==> config.mk <==
export PLATFORM = sky130hd
export DESIGN_NAME = disp_raster_gen
export DESIGN_NICKNAME = d
export VERILOG_FILES = /design/src/rtl/disp_tg_pkg.sv /design/src/rtl/tg_counters.sv /design/src/rtl/tg_span.sv /design/src/rtl/tg_field.sv /design/src/rtl/disp_raster_gen.sv
export SDC_FILE = /design/constraint.sdc
export NUM_CORES = 1
export LEC_CHECK = 0
export BUFFER_PORTS_ARGS = -buffer_cell sky130_fd_sc_hd__buf_4
export CORE_AREA = 2 2 136 138
export CTS_CLUSTER_DIAMETER = 80
export CTS_CLUSTER_SIZE = 14
export DETAILED_ROUTE_END_ITERATION = 8
export DIE_AREA = 0 0 138 140
export REMOVE_ABC_BUFFERS = 1
export SLEW_MARGIN = 15
export SYNTH_ARGS = -nofsm -noshare
export SYNTH_HDL_FRONTEND = slang
export SYNTH_SLANG_ARGS = --single-unit
==> constraint.sdc <==
create_clock -name clk -period 4.2 [get_ports clk]
set_clock_uncertainty 0.2 [all_clocks]
set_input_delay 0.42 -clock clk [delete_from_list [all_inputs] [get_ports clk]]
set_output_delay 0.42 -clock clk [all_outputs]
set_load 0.03 [all_outputs]
==> src/rtl/disp_tg_pkg.sv <==
package disp_tg_pkg;
  localparam int NFIELD = 2;
  localparam int FLD_ONE = 0;
  localparam int FLD_TWO = 1;
  localparam int DONE_W = 3;
  localparam int DONE_F1 = 0;
  localparam int DONE_F2 = 1;
  localparam int DONE_FRM = 2;
endpackage

==> src/rtl/tg_counters.sv <==
module tg_counters #(
  parameter int CW = 12
) (
  input  logic          clk,
  input  logic          rst_n,
  input  logic          en,
  input  logic [CW-1:0] px_last,
  input  logic [CW-1:0] ln_last,
  output logic          run,
  output logic [CW-1:0] px,
  output logic [CW-1:0] ln
);
  logic [CW-1:0] px_q, ln_q, px_nxt, ln_nxt;
  logic          cnt_en;

  assign run = en && ((px_last != '0) || (ln_last != '0));

  always_comb begin
    px_nxt = px_q;
    ln_nxt = ln_q;
    if (!run) begin
      px_nxt = '0;
      ln_nxt = '0;
    end else if (px_q >= px_last) begin
      px_nxt = '0;
      ln_nxt = (ln_q >= ln_last) ? '0 : ln_q + 1'b1;
    end else begin
      px_nxt = px_q + 1'b1;
    end
  end

  assign cnt_en = run || (px_q != '0) || (ln_q != '0);

  always_ff @(posedge clk or negedge rst_n) begin
    if (!rst_n) begin
      px_q <= '0;
      ln_q <= '0;
    end else if (cnt_en) begin
      px_q <= px_nxt;
      ln_q <= ln_nxt;
    end
  end

  assign px = px_q;
  assign ln = ln_q;


  px_step_chk: assert property (@(posedge clk) disable iff (!rst_n)
    (run && (px < px_last)) |=> (px == $past(px) + 1'b1));

  px_wrap_chk: assert property (@(posedge clk) disable iff (!rst_n)
    (run && (px >= px_last)) |=> (px == '0));

  ln_wrap_chk: assert property (@(posedge clk) disable iff (!rst_n)
    (run && (px >= px_last) && (ln >= ln_last)) |=> (ln == '0));

  idle_zero_chk: assert property (@(posedge clk) disable iff (!rst_n)
    !run |=> ((px == '0) && (ln == '0)));
endmodule

==> src/rtl/tg_span.sv <==
module tg_span #(
  parameter int CW    = 12,
  parameter int N     = 1,
  parameter bit USE_Y = 1'b0
) (
  input  logic                 clk,
  input  logic                 rst_n,
  input  logic                 run,
  input  logic [CW-1:0]        px,
  input  logic [CW-1:0]        ln,
  input  logic [N-1:0][CW-1:0] on_x,
  input  logic [N-1:0][CW-1:0] on_y,
  input  logic [N-1:0][CW-1:0] off_x,
  input  logic [N-1:0][CW-1:0] off_y,
  output logic                 q
);
  logic [N-1:0] on_vec, off_vec;
  logic         on_hit, off_hit, q_q, q_nxt;

  for (genvar i = 0; i < N; i++) begin : g_pair
    assign on_vec[i]  = (px == on_x[i])  && (!USE_Y || (ln == on_y[i]));
    assign off_vec[i] = (px == off_x[i]) && (!USE_Y || (ln == off_y[i]));
  end

  assign on_hit  = |on_vec;
  assign off_hit = |off_vec;

  always_comb begin
    q_nxt = q_q;
    if (!run)        q_nxt = 1'b0;
    else if (off_hit) q_nxt = 1'b0;
    else if (on_hit)  q_nxt = 1'b1;
  end

  always_ff @(posedge clk or negedge rst_n) begin
    if (!rst_n) q_q <= 1'b0;
    else        q_q <= q_nxt;
  end

  assign q = q_q;


  span_clr_chk: assert property (@(posedge clk) disable iff (!rst_n)
    (run && off_hit) |=> !q);

  span_set_chk: assert property (@(posedge clk) disable iff (!rst_n)
    (run && on_hit && !off_hit) |=> q);

  span_hold_chk: assert property (@(posedge clk) disable iff (!rst_n)
    (run && !on_hit && !off_hit) |=> $stable(q));

  span_idle_chk: assert property (@(posedge clk) disable iff (!rst_n)
    !run |=> !q);
endmodule

==> src/rtl/tg_field.sv <==
module tg_field
  import disp_tg_pkg::*;
#(
  parameter int CW = 12
) (
  input  logic                      clk,
  input  logic                      rst_n,
  input  logic                      run,
  input  logic [CW-1:0]             px,
  input  logic [CW-1:0]             ln,
  input  logic [NFIELD-1:0][CW-1:0] fld_x,
  input  logic [NFIELD-1:0][CW-1:0] fld_y,
  input  logic [DONE_W-1:0]         done_clr,
  output logic                      field,
  output logic [DONE_W-1:0]         done
);
  logic [NFIELD-1:0] hit;
  logic              fld_q, fld_nxt;
  logic [DONE_W-1:0] done_q, done_nxt, done_set;

  for (genvar f = 0; f < NFIELD; f++) begin : g_fld
    assign hit[f] = run && (px == fld_x[f]) && (ln == fld_y[f]);
  end

  always_comb begin
    fld_nxt = fld_q;
    if (!run)             fld_nxt = 1'b0;
    else if (hit[FLD_ONE]) fld_nxt = 1'b0;
    else if (hit[FLD_TWO]) fld_nxt = 1'b1;
  end

  always_comb begin
    done_set            = '0;
    done_set[DONE_F1]   = hit[FLD_TWO] && !hit[FLD_ONE] && !fld_q;
    done_set[DONE_F2]   = hit[FLD_ONE] && fld_q;
    done_set[DONE_FRM]  = hit[FLD_ONE] && fld_q;
    done_nxt            = done_set | (done_q & ~done_clr);
  end

  always_ff @(posedge clk or negedge rst_n) begin
    if (!rst_n) begin
      fld_q  <= 1'b0;
      done_q <= '0;
    end else begin
      fld_q  <= fld_nxt;
      done_q <= done_nxt;
    end
  end

  assign field = fld_q;
  assign done  = done_q;


  fld_idle_chk: assert property (@(posedge clk) disable iff (!rst_n)
    !run |=> !field);

  f1_set_chk: assert property (@(posedge clk) disable iff (!rst_n)
    (hit[FLD_TWO] && !hit[FLD_ONE] && !field) |=> (field && done[DONE_F1]));

  frm_with_f2_chk: assert property (@(posedge clk) disable iff (!rst_n)
    $rose(done[DONE_FRM]) |-> done[DONE_F2]);

  f1_clr_chk: assert property (@(posedge clk) disable iff (!rst_n)
    (done_clr[DONE_F1] && !(hit[FLD_TWO] && !field)) |=> !done[DONE_F1]);
endmodule

==> src/rtl/disp_raster_gen.sv <==
module disp_raster_gen
  import disp_tg_pkg::*;
#(
  parameter int CW = 12
) (
  input  logic                      clk,
  input  logic                      rst_n,
  input  logic                      en,
  input  logic [CW-1:0]             px_last,
  input  logic [CW-1:0]             ln_last,
  input  logic [CW-1:0]             hb_on,
  input  logic [CW-1:0]             hb_off,
  input  logic [CW-1:0]             hs_on,
  input  logic [CW-1:0]             hs_off,
  input  logic [NFIELD-1:0][CW-1:0] vb_on_x,
  input  logic [NFIELD-1:0][CW-1:0] vb_on_y,
  input  logic [NFIELD-1:0][CW-1:0] vb_off_x,
  input  logic [NFIELD-1:0][CW-1:0] vb_off_y,
  input  logic [NFIELD-1:0][CW-1:0] vs_on_x,
  input  logic [NFIELD-1:0][CW-1:0] vs_on_y,
  input  logic [NFIELD-1:0][CW-1:0] vs_off_x,
  input  logic [NFIELD-1:0][CW-1:0] vs_off_y,
  input  logic [NFIELD-1:0][CW-1:0] fld_x,
  input  logic [NFIELD-1:0][CW-1:0] fld_y,
  input  logic [DONE_W-1:0]         done_clr,
  output logic [CW-1:0]             x_pos,
  output logic [CW-1:0]             y_pos,
  output logic                      hblank,
  output logic                      hsync,
  output logic                      vblank,
  output logic                      vsync,
  output logic                      field,
  output logic                      f1_done,
  output logic                      f2_done,
  output logic                      frm_done
);
  logic              run;
  logic [CW-1:0]     px, ln;
  logic [DONE_W-1:0] done;

  tg_counters #(.CW(CW)) u_cnt (
    .clk(clk), .rst_n(rst_n), .en(en), .px_last(px_last), .ln_last(ln_last),
    .run(run), .px(px), .ln(ln)
  );

  tg_span #(.CW(CW), .N(1), .USE_Y(1'b0)) u_hb (
    .clk(clk), .rst_n(rst_n), .run(run), .px(px), .ln(ln),
    .on_x(hb_on), .on_y('0), .off_x(hb_off), .off_y('0), .q(hblank)
  );

  tg_span #(.CW(CW), .N(1), .USE_Y(1'b0)) u_hs (
    .clk(clk), .rst_n(rst_n), .run(run), .px(px), .ln(ln),
    .on_x(hs_on), .on_y('0), .off_x(hs_off), .off_y('0), .q(hsync)
  );

  tg_span #(.CW(CW), .N(NFIELD), .USE_Y(1'b1)) u_vb (
    .clk(clk), .rst_n(rst_n), .run(run), .px(px), .ln(ln),
    .on_x(vb_on_x), .on_y(vb_on_y), .off_x(vb_off_x), .off_y(vb_off_y), .q(vblank)
  );

  tg_span #(.CW(CW), .N(NFIELD), .USE_Y(1'b1)) u_vs (
    .clk(clk), .rst_n(rst_n), .run(run), .px(px), .ln(ln),
    .on_x(vs_on_x), .on_y(vs_on_y), .off_x(vs_off_x), .off_y(vs_off_y), .q(vsync)
  );

  tg_field #(.CW(CW)) u_fld (
    .clk(clk), .rst_n(rst_n), .run(run), .px(px), .ln(ln),
    .fld_x(fld_x), .fld_y(fld_y), .done_clr(done_clr),
    .field(field), .done(done)
  );

  assign x_pos    = px;
  assign y_pos    = ln;
  assign f1_done  = done[DONE_F1];
  assign f2_done  = done[DONE_F2];
  assign frm_done = done[DONE_FRM];


  zero_size_chk: assert property (@(posedge clk) disable iff (!rst_n)
    ((px_last == '0) && (ln_last == '0)) |=> (!hblank && !hsync && !vblank && !vsync));
endmodule

# After elaboration in Yosys (flattened, before gate mapping)
# Cells that the tools add are included.
dict set report op_classes {
  add_sub_neg 2
  magnitude_cmp 2
  n_eq_ne 30
  mux 20
  n_bitwise 3
  n_reduce_logical 30
}
# cell n
set op_table {}
lappend op_table {{12-bit equality test} 24}
lappend op_table {{12-bit two-way mux} 5}
lappend op_table {{12-bit nonzero test} 4}
lappend op_table {{12-bit by 1-bit adder with 12-bit output (second input constant)} 2}
lappend op_table {{12-bit >= comparator} 2}
lappend op_table {{1-bit logical AND} 16}
lappend op_table {{1-bit two-way mux} 15}
lappend op_table {{3-bit by 1-bit inequality test with 1-bit output (second input constant)} 5}
lappend op_table {{2-bit OR reduction} 4}
lappend op_table {{3-bit AND} 1}
lappend op_table {{1-bit logical OR} 3}
lappend op_table {{3-bit NOT} 1}
lappend op_table {{3-bit OR} 1}
lappend op_table {{1-bit zero test} 2}
lappend op_table {{2-bit inequality test (second input constant)} 1}
lappend op_table {{2-bit AND reduction} 1}
dict set report totals {
  regBits 32
  inputBits 318
  out_inout_bits 32
  elab_cells 95
}

# Longest topological paths before layout
# Gate-level depths: netlist (run 1).
dict set report logic_depth {
  word_depth 9
  depth_mapped 12
}

# By module
# From an unflattened synthesis (run 1), not the netlist that was laid out.
dict set report unflattened {
  cells_unflattened 638
  area_unflattened_um2 5519.0
}
# module instances cells_per_inst area_each_um2 seq_area_each_um2
set by_module_without_submodules {}
lappend by_module_without_submodules {{tg_span (u_vb ...)} 2 130 1098.6 25.0}
lappend by_module_without_submodules {tg_counters 1 231 2015.7 600.6}
lappend by_module_without_submodules {tg_field 1 78 684.4 100.1}
lappend by_module_without_submodules {{tg_span (u_hb ...)} 2 34 309.0 25.0}
lappend by_module_without_submodules {disp_raster_gen 1 1 3.8 0.0}

# Least setup slack after synthesis (run 1)
# No wires, ideal clock.
dict set report synth_timing {
  path_type {register -> register}
  from {register u_cnt.px_q[0], in the netlist u_cnt.px[0]}
  to {register u_cnt.ln_q[6], in the netlist u_cnt.ln[6]}
  setup_time_ps 126
  arrival_time_ps 3063
  t_required_ps 3874
  slack_ps 811
  path_stages_with_launch 12
  path_buffers 3
  path_cell_list {dfrtp_1 clkbuf_1 clkbuf_1 inv_1 ha_1 nor2_1 a21oi_1 o311ai_0 nand3_1 and3_4 buf_6 a221o_1}
}
dict set report synth_between {
  elab_chain_cells 4
  elab_cells_between_ends 6
  classes_between {order compare: 1; eq/ne: 1; reduce/logical: 4}
}
# item line_no
set synth_lines {}
lappend synth_lines {{start: declaration} tg_counters.sv:13} ;# logic [CW-1:0] px_q, ln_q, px_nxt, ln_nxt;
lappend synth_lines {{start signal: assignment} tg_counters.sv:39} ;# px_q <= px_nxt;
lappend synth_lines {{branches (longest 3 deep; another with 12-bit >= comparator)} n/a}
lappend synth_lines {{2-bit AND reduction (no source line) *} n/a}
lappend synth_lines {{end signal: assignment} tg_counters.sv:40} ;# ln_q <= ln_nxt;
lappend synth_lines {{end: declaration} tg_counters.sv:13}
# Every way passes the cells marked *.
# A chain may end at the register's enable or synchronous reset.

# Worst setup path in the final report (run 1)
dict set report layout_timing {
  from {register u_cnt.ln_q[1], in the netlist u_cnt.ln[1]}
  to {register u_cnt.ln_q[8], in the netlist u_cnt.ln[8]}
}
dict set report layout_between {
  elab_chain_cells 4
  elab_cells_between_ends 8
  classes_between {add/sub: 1; order compare: 1; mux: 3; reduce/logical: 3}
}
# item line_no
set layout_lines {}
lappend layout_lines {{12-bit by 1-bit adder with 12-bit output / 12-bit >= comparator (equally long branches)} tg_counters.sv:26} ;# ln_nxt = (ln_q >= ln_last) ? '0 : ln_q + 1'b1;
lappend layout_lines {{12-bit two-way mux} tg_counters.sv:26}
lappend layout_lines {{12-bit two-way mux} tg_counters.sv:24} ;# end else if (px_q >= px_last) begin
lappend layout_lines {{12-bit two-way mux} tg_counters.sv:21} ;# if (!run) begin
# Several ways; a longest one is shown, not always the timed one. The select of a mux whose other input is x is not followed.

==> results.md, run 1 <==
* Total number of vias at 6318
* Startpoint Class: register
* Setup TNS at 0 ns
* Reg-to-reg endpoint: u_cnt.ln[8]$_DFFE_PN0P_
* Post-route DRC at 0
* Reg clk slew, reported paths at 0.06 ns
* Final hold viol count at 0
* Global Route Usage Sum at 27.4%
* Wire per inst at 22.2 um
* HP Class: in -> reg
* Port bufs at 349
* Pin count of the biggest net entering global routing at 33
* Crit Path Category: reg -> reg
* TritonCTS clock tree: yes
* Clk sinks at 32
* Detail Placement HPWL at 20900 um
* Synthesis-to-finish area growth at 54.7%
* H-tree depth at 2
* Worst Hold Path EP: u_fld.done[1]$_DFF_PN0_
* Core area at 17800 um^2
* Worst setup EP type: register
* Hold path cells at 2
* FF-to-FF setup slack at 1.38 ns
* Synth area leaders: xor2_1 24%, xnor2_1 23%, dfrtp_1 14%
* Worst R2R Path Depth at 8
* CP required at 4.16 ns
* Gpl congestion at 0.882
* Max incr delay on CP at 0.83 ns
* Hold Crit Start: done_clr[1]
* Minimum clock period at 2.82 ns
* Number of synthesized register bits at 32
* Status: complete, no violations
* Pre-Repair DR Iteration Count at 5
* Post-synthesis cell area at 5530 um^2
* Crit path DAT at 2.78 ns
* Die width at 138 um
* Routed vias/inst at 5.06
* Worst relative slew slack at 38.7%
* Share of the synthesized area in the top cell type at 23.7%
* Nets at 1364
* Layout cell share with drive strength beyond 1 at 37.6%
* Die H at 140 um
* Initial Util at 31.1%
* Worst-case clock buffer depth at 2
* Post-CTS Setup Bufs at 0
* Number of CTS-inserted buffers at 5
* Synth Instances at 688
* Layout Cells excl Fill at 1248
* DRT Wirelength at 27800 um
* Worst-margin pin slew at 0.920 ns
* Routed Antenna Nets at 0
* Number of synthesized flops with an enable pin at 0
* Asr flop ratio synth at 100%
* Total Power at 1900 uW
* Primary FF master, synth: dfrtp_1
* Clk_lat worst skew at 0.27 ns
* Total global routing overflow at 0
* FILL cells at 1801
* First-pass GRT wire length at 39800 um
* Max IR drop VDD at 0.176 mV
* Initial antenna violation count at 1
* Worst-path cell chain: buf_4 > ha_1 > nand3_1 > or2_2 > inv_1 > nand3_1 > and3_1 > a221o_1
* Leakage at 0.00427 uW
* Most common cell in the netlist: xor2_1
* RSZ-0062 raised after global routing: no
* Max-cap violation count at 0
* Iteration-0 DRC Markers at 302
* Vias in the first global route at 6319
* Post-synth top cells: 150 x xor2_1, 147 x xnor2_1, 51 x nor4_1, 46 x nand4_1
* Reg2reg start: u_cnt.ln[1]$_DFFE_PN0P_
* Seq/Total Area, Yosys at 14.5%
* Max Fclk at 354 MHz
* Pwr dens at 222 nW/um^2
* Crit-path most repeated cell: nand3_1
* Root buffer cell: clkbuf_16
* Placed cell count at 1239
* Die ar. at 19300 um^2
* Slowest cell on the critical path: dfrtp_1
* Final period util at 67.2%
* FP Rows at 49
* Final max-slew violation count at 0
* Yosys top cell by area: xor2_1
* Top Ports at 350
* Final Setup Violations at 0
* YS warnings at 0
* Worst-path maximum fanout at 11
* Distinct cell type count after synthesis at 41
* Avg Inst Size Synth at 8.04 um^2
-- worst max-delay path: cells and delay by family, from the launching register on --
kind            cells  cell delay, ns
buf+inv             2            0.37
flops               1            0.83
simple gates        4            0.86
fa+ha+maj           1            0.20
compound gates      1            0.25
-- routing by layer --
metal,routed length (um),share of wire [%],up-vias,track usage (%)
met5,0,0,-,0
met4,531,1.9,0,6.98
met3,1790,6.4,35,4.92
met2,13600,49,292,47.2
met1,11900,43,2990,35.4
li1,-,-,3001,-
-- flip-flops by register name, summed over array words and instances (netlist names) --
signal	count
u_cnt.ln	12
u_cnt.px	12
u_fld.done	3
u_fld.field	1
u_hb.q	1
u_hs.q	1
u_vb.q	1
u_vs.q	1
-- repair_timing --
item                      in CTS  in global routing
resized for setup              0                  0
hold endpoints to repair      32                  0
hold buffers                   1                  0
-- per-stage QoR --
stage / setup WS, ns / hold slack, ns / util, % / instance area (um^2)
2_1_floorplan: 1.22 / -0.0756 / - / 5330
3_3_place_gp: 1.17 / 0.203 / 47.3 / 8410
3_5_place_dp: 1.17 / 0.211 / 47.3 / 8410
4_1_cts: 1.41 / 0.115 / 48.1 / 8560
5_1_grt: 1.23 / 0.117 / 48.1 / 8560
6_report: 1.38 / 0.118 / 48.1 / 8560
-- worst max-delay path by stage --
| stage | start | to | cells past startpoint |
|---|---|---|---|
| 4_1_cts | u_cnt.ln[1]$_DFFE_PN0P_ | u_cnt.ln[8]$_DFFE_PN0P_ | 8 |
| 2_1_floorplan | u_cnt.px[0]$_DFFE_PN0P_ | u_cnt.ln[8]$_DFFE_PN0P_ | 8 |
| 3_5_place_dp | ln_last[3] | u_cnt.ln[4]$_DFFE_PN0P_ | 7 |
| 6_report | u_cnt.ln[1]$_DFFE_PN0P_ | u_cnt.ln[8]$_DFFE_PN0P_ | 8 |
| 5_1_grt | u_cnt.ln[7]$_DFFE_PN0P_ | u_cnt.ln[2]$_DFFE_PN0P_ | 7 |
| 3_3_place_gp | ln_last[3] | u_cnt.ln[2]$_DFFE_PN0P_ | 7 |
-- power by group --
part	switching, uW	total (uW)	internal [uW]	leakage, uW
Clock	135	351	215	0.0000667
Combinational	588	1150	557	0.00377
Sequential	75.6	407	331	0.000441
-- layout by cell type (no fill, tap or decap), types with 2 or more instances in the layout --
| cell | synthesis | layout |
|---|---|---|
| xnor2_1 | 147 | 147 |
| nand2_1 | 19 | 19 |
| nand4_1 | 46 | 46 |
| o31ai_1 | 2 | 2 |
| or2_2 | 2 | 2 |
| a31oi_1 | 2 | 2 |
| clkbuf_16 | 0 | 5 |
| a211o_1 | 5 | 5 |
| nand3_1 | 15 | 15 |
| dfrtp_1 | 32 | 32 |
| o211a_1 | 2 | 2 |
| a21oi_1 | 13 | 13 |
| nor3_1 | 9 | 9 |
| o211ai_1 | 2 | 2 |
| a211oi_1 | 2 | 2 |
| a22o_1 | 3 | 3 |
| a21boi_0 | 3 | 3 |
| o21ai_0 | 8 | 8 |
| a221o_1 | 5 | 5 |
| inv_1 | 32 | 32 |
| xor2_1 | 150 | 150 |
| and3_1 | 15 | 15 |
| nor4_1 | 51 | 51 |
| buf_4 | 0 | 373 |
| nor2_1 | 31 | 31 |
| ha_1 | 28 | 28 |
-- final cells by class --
class,count,area [um^2],area share (%)
Multi-Input combinational cell,573,4410,51.5
Inverter,32,120,1.40
Clock inverter,1,5.00,0.0585
Clock buffer,6,129,1.51
Sequential cell,32,801,9.36
Tap cell,229,287,3.35
Antenna cell,1,2.50,0.0292
Timing Repair Buffer,374,2810,32.8
-- cell families (layout without fill, tap and decap cells) --
family | after synthesis | after routing | synth area share (%)
AOI/OAI and AO/OA | 51 | 51 | 6.47
adders and majority gates | 28 | 28 | 6.33
xor gates and xnor gates | 297 | 297 | 47.0
muxes | 2 | 2 | 0.384
other | 0 | 1 | 0
buffers and inverters | 83 | 413 | 5.92
DFF | 32 | 32 | 14.5
and+or+nand+nor | 195 | 195 | 19.4
Note: power is estimated with default switching activity, not from simulation.
==> inputs of run 2 (changes only) <==
==> constraint.sdc (replaced) <==
create_clock -name clk -period 2.7 [get_ports clk]
set_clock_uncertainty 0.2 [all_clocks]
set_input_delay 0.27 -clock clk [delete_from_list [all_inputs] [get_ports clk]]
set_output_delay 0.27 -clock clk [all_outputs]
set_load 0.03 [all_outputs]
==> run 2 against run 1 <==
Die area stayed put. Core utilization is 1.2 points higher. Clock power is 100% higher. Critical path type unchanged. Power is 69% higher. Worst hold slack better by 0.059 ns. Count of clock-buffer cells in the layout is 1 higher. Flip-flop and latch count stayed put. Register-to-register slack worse by 1.2 ns. Cell area is 2.6% higher. Via count is 1.7% higher. Wire length is 1.4% higher. Final cell count is 1.8% higher.
==> results.md, run 2 (synthesis results as in run 1) <==
* Switching power share of the total at 40.0%
* FF-to-FF setup slack at 0.15 ns
* Core area at 17800 um^2
* Nets at 1386
* Combinational share of power at 60.2%
* Placed cell count at 1258
* TritonCTS clock tree: yes
* Pre-Repair DR Iteration Count at 5
* Global Route Usage Sum at 27.9%
* PostCTS Resize Cnt at 0
* Core Util, Final at 49.4%
* Clk_lat worst skew at 0.28 ns
* Root buffer cell: clkbuf_16
* Final Cell Area at 8780 um^2
* Minimum clock period at 2.55 ns
* Port bufs at 349
* Crit path DAT at 2.48 ns
* Reg-to-reg endpoint: u_cnt.ln[1]$_DFFE_PN0P_
* Max-cap violation count at 0
* Top sig layer: met4
* Status: complete, no violations
* Worst-path maximum fanout at 11
* Die ar. at 19300 um^2
* Worst relative slew slack at 47.5%
* Iteration-0 DRC Markers at 337
* Routed vias/inst at 5.06
* Total global routing overflow at 0
* Antenna cells at 0
* Reg2reg start: u_cnt.px[11]$_DFFE_PN0P_
* Max Fclk at 393 MHz
* Detail Placement HPWL at 21600 um
* Max IR drop VDD at 0.272 mV
* Most frequent cells in the layout: 392 x buf_4, 150 x xor2_1, 147 x xnor2_1
* Hold path cells at 5
* Int Power at 1920 uW
* Final hold viol count at 0
* # hold bufs at CTS at 4
* Clk sinks at 32
* Final Setup Violations at 0
* FP Rows at 49
* Routed Antenna Nets at 0
* Leakage at 0.00441 uW
* Setup crit start: u_cnt.px[11]$_DFFE_PN0P_
* Met2 wire length at 14200 um
* Worst setup EP type: register
* Layout cell share with drive strength beyond 1 at 38.8%
* Total Power at 3210 uW
* Initial Util at 31.1%
* HP Class: in -> reg
* CP required at 2.64 ns
* First-pass GRT wire length at 40600 um
* Switching pwr at 1290 uW
* Pin count of the biggest net entering global routing at 33
* Worst R2R Path Depth at 7
* Post-CTS Setup Bufs at 0
* Final max-slew violation count at 0
* Layout Cells excl Fill at 1270
* Routed met1 length at 11800 um
* DRT Wirelength at 28200 um
* Die H at 140 um
* Initial antenna violation count at 0
* FILL cells at 1778
* H-tree depth at 2
* Vias in the first global route at 6523
* Synthesis-to-finish area growth at 58.6%
* Startpoint Class: register
* Sequential power share at 17.6%
* Reg clk slew, reported paths at 0.06 ns
* Worst setup path endpoint: u_cnt.ln[1]$_DFFE_PN0P_
* Fin Hold WS at 0.177 ns
* Pwr dens at 366 nW/um^2
* Placed cell area at 8560 um^2
* RSZ-0062 raised after global routing: no
* Final period util at 94.3%
* Worst-case clock buffer depth at 2
* Crit Path Category: reg -> reg
* Post-route DRC at 0
* Gpl congestion at 0.922
* Worst-margin pin slew at 0.785 ns
* Top Ports at 350
* Total number of vias at 6426
* Wire per inst at 22.2 um
* Commonest non-fill, non-tap cell in the layout: buf_4
* Clk pwr share at 22.2%
* Number of CTS-inserted buffers at 5
* Die width at 138 um
* DR WL met3 at 1760 um
-- run 2: per-layer routing --
metal | GRT usage [%] | vias to the layer above
met5 | 0 | -
met1 | 35.1 | 3040
met4 | 6.02 | 0
met3 | 4.41 | 28
met2 | 50.3 | 316
li1 | - | 3042
-- run 2: power by group through the flow --
stage | registers [uW] | logic, uW | clock network (uW)
global placement | 572 | 1920 | 0
detailed placement | 573 | 1920 | 0
floorplan | 807 | 732 | 0
finish | 566 | 1930 | 712
global route | 570 | 2080 | 738
CTS | 565 | 1930 | 722
-- run 2: area by class of cell --
type                            count  area, um^2  share of cell area (%)
Multi-Input combinational cell    573        4410                    50.2
Clock inverter                      1        30.0                   0.342
Inverter                           32         120                    1.37
Clock buffer                        7         153                    1.74
Tap cell                          229         287                    3.26
Timing Repair Buffer              396        2980                    34.0
Sequential cell                    32         801                    9.12
-- run 2: worst min-delay path by stage --
stage | from | to | slack [ns]
floorplan | rst_n | u_cnt.ln[0]$_DFFE_PN0P_ | -0.23
global placement | rst_n | u_cnt.px[9]$_DFFE_PN0P_ | 0.06
detailed placement | rst_n | u_cnt.px[9]$_DFFE_PN0P_ | 0.06
CTS | hb_off[10] | u_hb.q$_DFFE_PN0P_ | 0.16
global route | hs_off[5] | u_hs.q$_DFFE_PN0P_ | 0.20
finish | hb_off[10] | u_hb.q$_DFFE_PN0P_ | 0.18
-- run 2: critical path, cell delays in order, from the launching register on --
cell,delay [ns]
dfrtp_1,0.39
ha_1,0.31
nand2_1,0.07
nor2_1,0.14
o311ai_0,0.23
and3_1,0.29
nor2_1,0.62
o21ai_0,0.15
-- run 2: per-stage QoR --
| step | setup TNS (ns) | setup WS [ns] |
|---|---|---|
| finish | 0 | 0.153 |
| global route | 0 | 0.0223 |
| CTS | 0 | 0.201 |
| detailed placement | 0 | 0.0924 |
| global placement | 0 | 0.142 |
| floorplan | -3.17 | -0.278 |
